==> config.mk <==
export PLATFORM = sky130hd
export DESIGN_NAME = wdt_windowed
export DESIGN_NICKNAME = d
export VERILOG_FILES = /design/src/rtl/wdt_pkg.sv /design/src/rtl/wdt_ctrl_regs.sv /design/src/rtl/wdt_counter.sv /design/src/rtl/wdt_arm_seq.sv /design/src/rtl/wdt_windowed.sv
export SDC_FILE = /design/constraint.sdc
export NUM_CORES = 1
export LEC_CHECK = 0
export BUFFER_PORTS_ARGS = -buffer_cell sky130_fd_sc_hd__buf_2
export CAP_MARGIN = 20
export CORE_MARGIN = 3
export CORE_UTILIZATION = 50
export DETAILED_ROUTE_END_ITERATION = 12
export PLACE_DENSITY = 0.69
export RECOVER_POWER = 25
export SETUP_SLACK_MARGIN = 0.05
export SLEW_MARGIN = 40
export SYNTH_ARGS = -nofsm -noshare
export SYNTH_HDL_FRONTEND = slang
export SYNTH_SLANG_ARGS = --single-unit
==> constraint.sdc <==
create_clock -name clk -period 8.5 [get_ports clk]
set_clock_uncertainty 0.05 [all_clocks]
set_input_delay 0.425 -clock clk [delete_from_list [all_inputs] [get_ports clk]]
set_output_delay 0.425 -clock clk [all_outputs]
set_load 0.05 [all_outputs]
==> src/rtl/wdt_pkg.sv <==
// Package: shared constants, configuration type and rate helpers for the
// windowed watchdog. Assumes an 8-bit register bus.
package wdt_pkg;

    localparam int DATA_W    = 8;
    localparam int RATE_W    = 3;
    localparam int NUM_CODES = 1 << RATE_W;
    localparam int WIN_BIT   = 7;
    localparam int DBG_BIT   = 6;
    localparam int MAX_OFFSET = 10;

    localparam logic [DATA_W-1:0] KEY_PRIME = 8'h55;
    localparam logic [DATA_W-1:0] KEY_FIRE  = 8'hAA;

    typedef struct packed {
        logic              win;
        logic              dbg_stop;
        logic [RATE_W-1:0] rate;
    } wdt_cfg_t;

    // Exponent offset over the base exponent for each nonzero rate code.
    function automatic int unsigned rate_offset(input int unsigned code);
        case (code)
            1:       return 0;
            2:       return 2;
            3:       return 4;
            4:       return 6;
            5:       return 8;
            6:       return 9;
            7:       return 10;
            default: return 0;
        endcase
    endfunction

    // Control register image as seen on the read bus; unused bits are zero.
    function automatic logic [DATA_W-1:0] cfg_pack(input wdt_cfg_t c);
        logic [DATA_W-1:0] v;
        v = '0;
        v[WIN_BIT] = c.win;
        v[DBG_BIT] = c.dbg_stop;
        v[RATE_W-1:0] = c.rate;
        return v;
    endfunction

endpackage

==> src/rtl/wdt_ctrl_regs.sv <==
// Control register with write-once locks.
// The window and rate fields lock after the first user-mode write; special-mode
// writes neither check nor set that lock. The debug-pause bit locks after its
// first write in any mode. Any accepted rate/window write pulses restart.
module wdt_ctrl_regs
    import wdt_pkg::*;
(
    input  logic              clk,
    input  logic              rst_n,
    input  logic              ctrl_wr,
    input  logic              special_mode,
    input  logic [DATA_W-1:0] wdata,
    output wdt_cfg_t          cfg,
    output logic              cfg_locked,
    output logic              dbg_locked,
    output logic              restart
);

    logic main_ok;

    // Decide whether the window/rate part of a write is accepted.
    always_comb begin
        main_ok = ctrl_wr && (special_mode || !cfg_locked);
        restart = main_ok;
    end

    // Hold the fields and their lock flags.
    always_ff @(posedge clk) begin
        if (!rst_n) begin
            cfg        <= '0;
            cfg_locked <= 1'b0;
            dbg_locked <= 1'b0;
        end else begin
            if (main_ok) begin
                cfg.win  <= wdata[WIN_BIT];
                cfg.rate <= wdata[RATE_W-1:0];
                if (!special_mode) begin
                    cfg_locked <= 1'b1;
                end
            end
            if (ctrl_wr && !dbg_locked) begin
                cfg.dbg_stop <= wdata[DBG_BIT];
                dbg_locked   <= 1'b1;
            end
        end
    end

endmodule

==> src/rtl/wdt_counter.sv <==
// Period counter. It builds one limit and one window threshold per rate code
// with generate, then selects by the current code. Assumes EXP_BASE >= 2, so
// a quarter period is a whole number of cycles.
module wdt_counter
    import wdt_pkg::*;
#(
    parameter int EXP_BASE = 14,
    parameter int CNT_W    = EXP_BASE + MAX_OFFSET
) (
    input  logic              clk,
    input  logic              rst_n,
    input  logic [RATE_W-1:0] rate,
    input  logic              count_en,
    input  logic              restart,
    output logic              at_limit,
    output logic              win_open,
    output logic [CNT_W-1:0]  cnt_q
);

    logic [CNT_W-1:0] last_tab [NUM_CODES];
    logic [CNT_W-1:0] thr_tab  [NUM_CODES];
    logic [CNT_W-1:0] last_sel;
    logic [CNT_W-1:0] thr_sel;

    for (genvar g = 0; g < NUM_CODES; g++) begin : g_code
        if (g == 0) begin : g_off
            assign last_tab[g] = '1;
            assign thr_tab[g]  = '1;
        end else begin : g_on
            localparam int unsigned EXP = EXP_BASE + rate_offset(g);
            assign last_tab[g] = CNT_W'((64'd1 << EXP) - 64'd1);
            assign thr_tab[g]  = CNT_W'(64'd3 << (EXP - 2));
        end
    end

    // Select the limit and threshold for the current code and flag them.
    always_comb begin
        last_sel = last_tab[rate];
        thr_sel  = thr_tab[rate];
        at_limit = count_en && (cnt_q == last_sel);
        win_open = (cnt_q >= thr_sel);
    end

    // Advance, hold or clear the count.
    always_ff @(posedge clk) begin
        if (!rst_n) begin
            cnt_q <= '0;
        end else if (restart) begin
            cnt_q <= '0;
        end else if (count_en) begin
            cnt_q <= cnt_q + CNT_W'(1);
        end
    end

endmodule

==> src/rtl/wdt_arm_seq.sv <==
// Arm-register key decoder. It tracks whether a prime key is pending and
// classifies each arm write as prime, service or violation. Arm writes are
// ignored while the counter is off.
module wdt_arm_seq
    import wdt_pkg::*;
(
    input  logic              clk,
    input  logic              rst_n,
    input  logic              arm_wr,
    input  logic [DATA_W-1:0] wdata,
    input  logic              enabled,
    input  logic              window_en,
    input  logic              win_open,
    input  logic              clr,
    output logic              service,
    output logic              violation
);

    logic primed_q;
    logic prime_hit;

    // Classify the current arm write.
    always_comb begin
        service   = 1'b0;
        violation = 1'b0;
        prime_hit = 1'b0;
        if (arm_wr && enabled) begin
            if (window_en && !win_open) begin
                violation = 1'b1;
            end else if (wdata == KEY_PRIME) begin
                prime_hit = 1'b1;
            end else if (wdata == KEY_FIRE && primed_q) begin
                service = 1'b1;
            end else begin
                violation = 1'b1;
            end
        end
    end

    // Remember a pending prime key until it is used or cleared.
    always_ff @(posedge clk) begin
        if (!rst_n) begin
            primed_q <= 1'b0;
        end else if (clr || service || violation) begin
            primed_q <= 1'b0;
        end else if (prime_hit) begin
            primed_q <= 1'b1;
        end
    end

endmodule

==> src/rtl/wdt_windowed.sv <==
// Windowed watchdog top. It joins the control register, the key decoder and
// the period counter, and registers the one-cycle reset request. Assumes
// single-cycle write strobes and a synchronous active-low reset.
module wdt_windowed
    import wdt_pkg::*;
#(
    parameter int EXP_BASE = 14
) (
    input  logic              clk,
    input  logic              rst_n,
    input  logic              bus_wr,
    input  logic              bus_addr,
    input  logic [DATA_W-1:0] bus_wdata,
    output logic [DATA_W-1:0] bus_rdata,
    input  logic              dbg_active,
    input  logic              special_mode,
    output logic              wdt_reset_req
);

    localparam int CNT_W = EXP_BASE + MAX_OFFSET;

    wdt_cfg_t         cfg;
    logic             cfg_locked;
    logic             dbg_locked;
    logic             ctrl_restart;
    logic             ctrl_wr;
    logic             arm_wr;
    logic             enabled;
    logic             count_en;
    logic             at_limit;
    logic             win_open;
    logic             service;
    logic             violation;
    logic             req_set;
    logic             cnt_restart;
    logic [CNT_W-1:0] cnt_q;

    // Decode strobes, the run state and the request condition.
    always_comb begin
        ctrl_wr     = bus_wr && !bus_addr;
        arm_wr      = bus_wr && bus_addr;
        enabled     = (cfg.rate != '0);
        count_en    = enabled && !(cfg.dbg_stop && dbg_active);
        req_set     = violation || (at_limit && !service);
        cnt_restart = ctrl_restart || service || req_set;
        bus_rdata   = bus_addr ? '0 : cfg_pack(cfg);
    end

    wdt_ctrl_regs u_regs (
        .clk          (clk),
        .rst_n        (rst_n),
        .ctrl_wr      (ctrl_wr),
        .special_mode (special_mode),
        .wdata        (bus_wdata),
        .cfg          (cfg),
        .cfg_locked   (cfg_locked),
        .dbg_locked   (dbg_locked),
        .restart      (ctrl_restart)
    );

    wdt_arm_seq u_seq (
        .clk       (clk),
        .rst_n     (rst_n),
        .arm_wr    (arm_wr),
        .wdata     (bus_wdata),
        .enabled   (enabled),
        .window_en (cfg.win),
        .win_open  (win_open),
        .clr       (req_set || ctrl_restart),
        .service   (service),
        .violation (violation)
    );

    wdt_counter #(
        .EXP_BASE (EXP_BASE),
        .CNT_W    (CNT_W)
    ) u_cnt (
        .clk      (clk),
        .rst_n    (rst_n),
        .rate     (cfg.rate),
        .count_en (count_en),
        .restart  (cnt_restart),
        .at_limit (at_limit),
        .win_open (win_open),
        .cnt_q    (cnt_q)
    );

    // Register the one-cycle reset request.
    always_ff @(posedge clk) begin
        if (!rst_n) begin
            wdt_reset_req <= 1'b0;
        end else begin
            wdt_reset_req <= req_set;
        end
    end

endmodule

After elaboration in Yosys (flattened, before gate mapping). Memories as Yosys holds them, arrays and structs flattened. Index checks and enable logic that the tools add are counted.

Bits in registers: 33. Bits in read-only memories: 384. Input port bits: 14. Word-level logic and storage cells: 63. Memories: 2.

Memories: (name not given) (depth 8, bits a word 24, read ports 1, clocked after Yosys merged registers in 0, wr ports 0, line wdt_counter.sv:39) `thr_sel = thr_tab[rate];`; (name not given) (depth 8, bits a word 24, read ports 1, clocked after Yosys merged registers in 0, wr ports 0, line wdt_counter.sv:38) `last_sel = last_tab[rate];`.

Add/sub/neg operators: 1. Magnitude comparators: 2. Equal/unequal tests: 3. Muxes and demuxes: 16. Bitwise operators: 3. Reduce and logical (&&, ||, !) cells: 28.

Operators by type and width (count): 24-bit 2-to-1 mux (4); 24-bit by 1-bit adder with 24-bit output, second input constant (1); 24-bit equality test (1); 24-bit >= comparator (1); 1-bit logical AND (11); 1-bit 2-to-1 mux (11); 8-bit by 7-bit equality test with 1-bit output, second input constant (1); 8-bit equality test, second input constant (1); 8-bit 2-to-1 mux (1); 1-bit logical OR (7); 1-bit logical NOT (6); 4-bit >= comparator, second input constant (1); 3-bit inverter with 4-bit output (1); 2-bit OR reduction (2); 3-bit nonzero test (1); 1-bit inverter (2); 2-bit AND reduction (1).

Longest topological paths before layout.
Depth in word-level cells: 16. Gate-level depth with buffers: 14. Gate-level depth less buffers: 12.

Modules after synthesis. From an unflattened synthesis, not the netlist that was laid out.

Cell total of the unflattened synthesis: 275. Area, all modules: 2348.5 µm².

By module, submodules not included: wdt_counter (instances 1, cells each 212, area an instance 1796.7 µm², sequential area each 480.5 µm²); wdt_ctrl_regs (instances 1, cells each 28, area an instance 281.5 µm², sequential area each 140.1 µm²); wdt_windowed (instances 1, cells each 18, area an instance 136.4 µm², sequential area each 20.0 µm²); wdt_arm_seq (instances 1, cells each 17, area an instance 133.9 µm², sequential area each 20.0 µm²).

Worst setup path after synthesis. No wires, ideal clock.

Kind: register to register. Start point: register, netlist name u_regs.cfg[1]. End point: register u_cnt.cnt_q[10]. Setup time: 0.124 ns. Arrival: 2.747 ns. Required time: 8.326 ns. Slack: 5.579 ns. Stages on the path, launching flop included: 15. Path buffers: 2. Period minus slack after synthesis: 2.921 ns. Cells stage by stage: dfxtp_1 -> inv_1 -> ha_1 -> nor2b_4 -> buf_6 -> a21oi_1 -> ha_1 -> and2_1 -> nand2_1 -> nor4_1 -> a21o_1 -> a31oi_1 -> o21ai_2 -> buf_2 -> nor3_2.

Longest elaborated chain between the ends: 14.

Ends and longest elaborated chain: 3-bit inverter with 4-bit output (implied by the code) (line wdt_counter.sv:38, wdt_counter.sv:39); memory read 8 x 24 bit; 24-bit 2-to-1 mux (implied by the code) (2 in series) (line wdt_counter.sv:39); 24-bit >= comparator (line wdt_counter.sv:41) `win_open = (cnt_q >= thr_sel);`; 1-bit logical NOT (line wdt_arm_seq.sv:28) `if (window_en && !win_open) begin`; 1-bit logical AND (line wdt_arm_seq.sv:28); 1-bit 2-to-1 mux (line wdt_arm_seq.sv:28); 1-bit 2-to-1 mux (line wdt_arm_seq.sv:27) `if (arm_wr && enabled) begin`; 1-bit logical NOT (line wdt_windowed.sv:44) `req_set = violation || (at_limit && !service);`; 1-bit logical AND (line wdt_windowed.sv:44); 1-bit logical OR (line wdt_windowed.sv:44); 1-bit logical OR (line wdt_windowed.sv:45) `cnt_restart = ctrl_restart || service || req_set;`; 2-bit OR reduction (no source line); to (signal assigned) (line wdt_counter.sv:51) `cnt_q <= cnt_q + CNT_W'(1);`; to (decl) (line wdt_counter.sv:17) `output logic [CNT_W-1:0] cnt_q`.

Parallel ways exist; a longest one is shown, timed or not. The select of a mux whose other input is x is not followed. A chain may end at the register's enable or synchronous reset.

Worst setup path after layout.
Start point: register, netlist name u_regs.cfg[1]. End point: register u_cnt.cnt_q[14].

Longest elaborated chain between the ends: 14.

Ends and longest elaborated chain (line): 3-bit inverter with 4-bit output (implied by the code) (wdt_counter.sv:38, wdt_counter.sv:39); memory read 8 x 24 bit; 24-bit 2-to-1 mux (implied by the code) (2 in series) (wdt_counter.sv:39); 24-bit >= comparator (wdt_counter.sv:41); 1-bit logical NOT (wdt_arm_seq.sv:28); 1-bit logical AND (wdt_arm_seq.sv:28); 1-bit 2-to-1 mux (wdt_arm_seq.sv:28); 1-bit 2-to-1 mux (wdt_arm_seq.sv:27); 1-bit logical NOT (wdt_windowed.sv:44); 1-bit logical AND (wdt_windowed.sv:44); 1-bit logical OR (wdt_windowed.sv:44); 1-bit logical OR (wdt_windowed.sv:45); 2-bit OR reduction (no source line).

Parallel ways exist; a longest one is shown, timed or not. The select of a mux whose other input is x is not followed.

==> flow_summary.toml <==
[pwr]
comb_power_share_pct = 17.1
power.density_nw_per_um2 = 124
p_leak_nw = 1.04
ir_drop_uv = 97.8
power_uw = 331
internal_power_uw = 234
seqPwrFrac_pct = 48.5
p_switching_uw = 96.7
pwr-share-clk_pct = 34.4
swShare_pct = 29.2

[finish]
area.sequential_um2 = 661
num_antenna_cells = 0
fin_cells = 352
area_growth_pct = 9.12
nNetsFinal = 324
layout_commonest_cell = "dfxtp_1"
fillers = 429
multi_input_area_um2 = 1680
layout_common_cells = "dfxtp_1, ha_1, nor3_2"
drive_above_1_share_pct = 21.6

[placed_design]
port_buffers = 19
place_ws_ps = 4900
hpwl_um = 3840
gp_congestion = 0.831
dp_cells = 344

[global_route]
globalRouteOverflowTotal = 0
grt_pass1_vias = 1804
grt_pass1_wl_um = 8250
grtUsageTotal_pct = 18.8
grt_max_degree = 27
antenna_found_initial = 0

[worst_hold_path]
hold_class = "in -> reg"

[clocking]
cts_tree = "done"
cts_resized = 0
cts_buffers = 5
clock-root-buffer = "clkbuf_8"
post_cts_buffers = 0
cts_hold_buf = 0
h-tree-depth = 2
insertion_delay_ps = 290
clk_pin_slew_worst_paths_ps = 70
clockBufferDepth = 2
cts_sinks = 33

[logic_synthesis]
ys_seq_area_share_pct = 27.1
synth-edff-count = 0
synth_ff_type = "dfxtp_1"
avgSynthCellArea_um2 = 9.21
ys_types = 56
synthArstFlopShare_pct = 0
syn_area_um2 = 2440
synth_cells = 265
yosys_warnings = 0
ys_ff_latch = 33

[worst_setup_path]
path_class = "reg -> reg"
crit_arrival_ps = 3730
cp.required_ps = 8660
startpoint_type = "flop"
cp_max_fo = 14
endpoint_kind = "flop"

[timing]
finalHoldViolCount = 0
period_needed_ps = 3580
post-route-period-util_pct = 42.1
tns_ps = 0
drv_slew = 0
fin_ws_ps = 4920
relSlewSlack_pct = 56.9
setup_viol = 0
clock.fmax_ghz = 0.280
holdWs_ps = 361
worst_pin_slew_ps = 640
rsz0062_at_grt = "no"

[drt]
num_vias = 1908
wirelength_um = 4990
first_pass_iters = 4
route.detailed.drc = 0
ant_nets = 0
avgViaCountPerCell = 5.42
drtIter0Drc = 100
wl_per_cell_um = 14.2

[floorplanning]
die_h_um = 75.9
die_w_um = 75.9
coreArea_um2 = 4530
start_util_pct = 53.8
boundaryPins = 23
die-area_um2 = 5760
rows = 24

[job]
drv_cap = 0

[status]
status = "complete, no violations"
==> final cells by class <==
| type | instances | share of cell area, % |
|---|---|---|
| clock buffers | 6 | 2.72 |
| clock inverters | 2 | 0.376 |
| inverters | 10 | 1.41 |
| multi-input cells | 215 | 62.9 |
| flip-flops and latches | 33 | 24.8 |
| well taps | 65 | 3.05 |
| repair buffers | 21 | 4.70 |
==> power by group through the flow <==
stage | sequential [mW] | clock, mW | combinational (mW)
floorplan | 0.163 | 0 | 0.0448
global placement | 0.164 | 0 | 0.0534
detailed placement | 0.164 | 0 | 0.0566
CTS | 0.161 | 0.119 | 0.0570
global route | 0.161 | 0.125 | 0.0629
finish | 0.161 | 0.114 | 0.0565
==> flip-flops by register name, indices dropped and copies added, names as in the netlist <==
name and flops:
u_cnt.cnt_q 24, u_regs.cfg 5, u_regs.cfg_locked 1, u_regs.dbg_locked 1, u_seq.primed_q 1, wdt_reset_req 1
==> path summary, 6_finish.rpt <==
path	depth (start not counted)	slack (ps)	endpoint	startpoint
setup / recovery	13	4920	u_cnt.cnt_q[14]	u_regs.cfg[1]
hold / removal	3	360	u_regs.cfg[3]	bus_wdata[6]
setup reg to reg	13	4920	u_cnt.cnt_q[14]	u_regs.cfg[1]
hold reg to reg	2	430	u_seq.primed_q	u_seq.primed_q
==> cell families after synthesis <==
kind of cell	share of synthesized area, %
fa+ha+maj	12.8
compound gates	15.0
flops	27.1
simple gates	29.8
mux	2.05
buf+inv	4.56
xor+xnor	8.61
other cells	0.154
==> worst max-delay path, cell delays in order (launching register included) <==
cell	delay [ps]
dfxtp_1	360
inv_1	130
ha_1	210
nor2b_4	350
a21oi_1	80
ha_1	330
and2_1	150
nand2_1	80
nor4_1	590
inv_1	180
a2111oi_4	320
o21bai_4	250
buf_16	230
nor3_1	160
==> cells in the mapped netlist (all sizes together), types with 2 or more instances <==
master,count,share of area [%]
dfxtp,33,27
nor3,30,11
ha,24,12
nand2,18,2.8
a21oi,16,3.4
xor2,13,4.7
nor2,12,1.9
nand3,11,2.3
nor2b,11,3.1
xnor2,11,3.9
inv,10,1.5
buf,9,3.0
nand2b,6,1.5
nand4,6,1.5
mux2i,5,2.1
o21ai,5,1.2
a21o,4,1.2
a2111oi,3,2.6
and3,3,0.77
and4,3,1.1
nor4b,3,1.1
a21boi,2,0.61
nor4,2,0.51
o21bai,2,1.1
o221ai,2,0.97
or2,2,0.51
or3,2,0.72
==> per-layer routing <==
metal  vias up  global-route usage [%]  part of all wire (%)
met1       887                    24.3                    48
met3        10                    4.49                   3.1
li1        991                       -                     -
met5         -                       0                     0
met4         0                    8.74                   2.0
met2        20                    29.5                    47
==> through the flow <==
step                      utilization, %  instance area [um2]
after floorplan                        -                 2450
after global placement              56.4                 2560
after detailed placement            57.0                 2590
after CTS                           58.9                 2670
after global routing                58.7                 2660
final                               58.7                 2660
No activity file was read; power rests on OpenSTA's default activity.
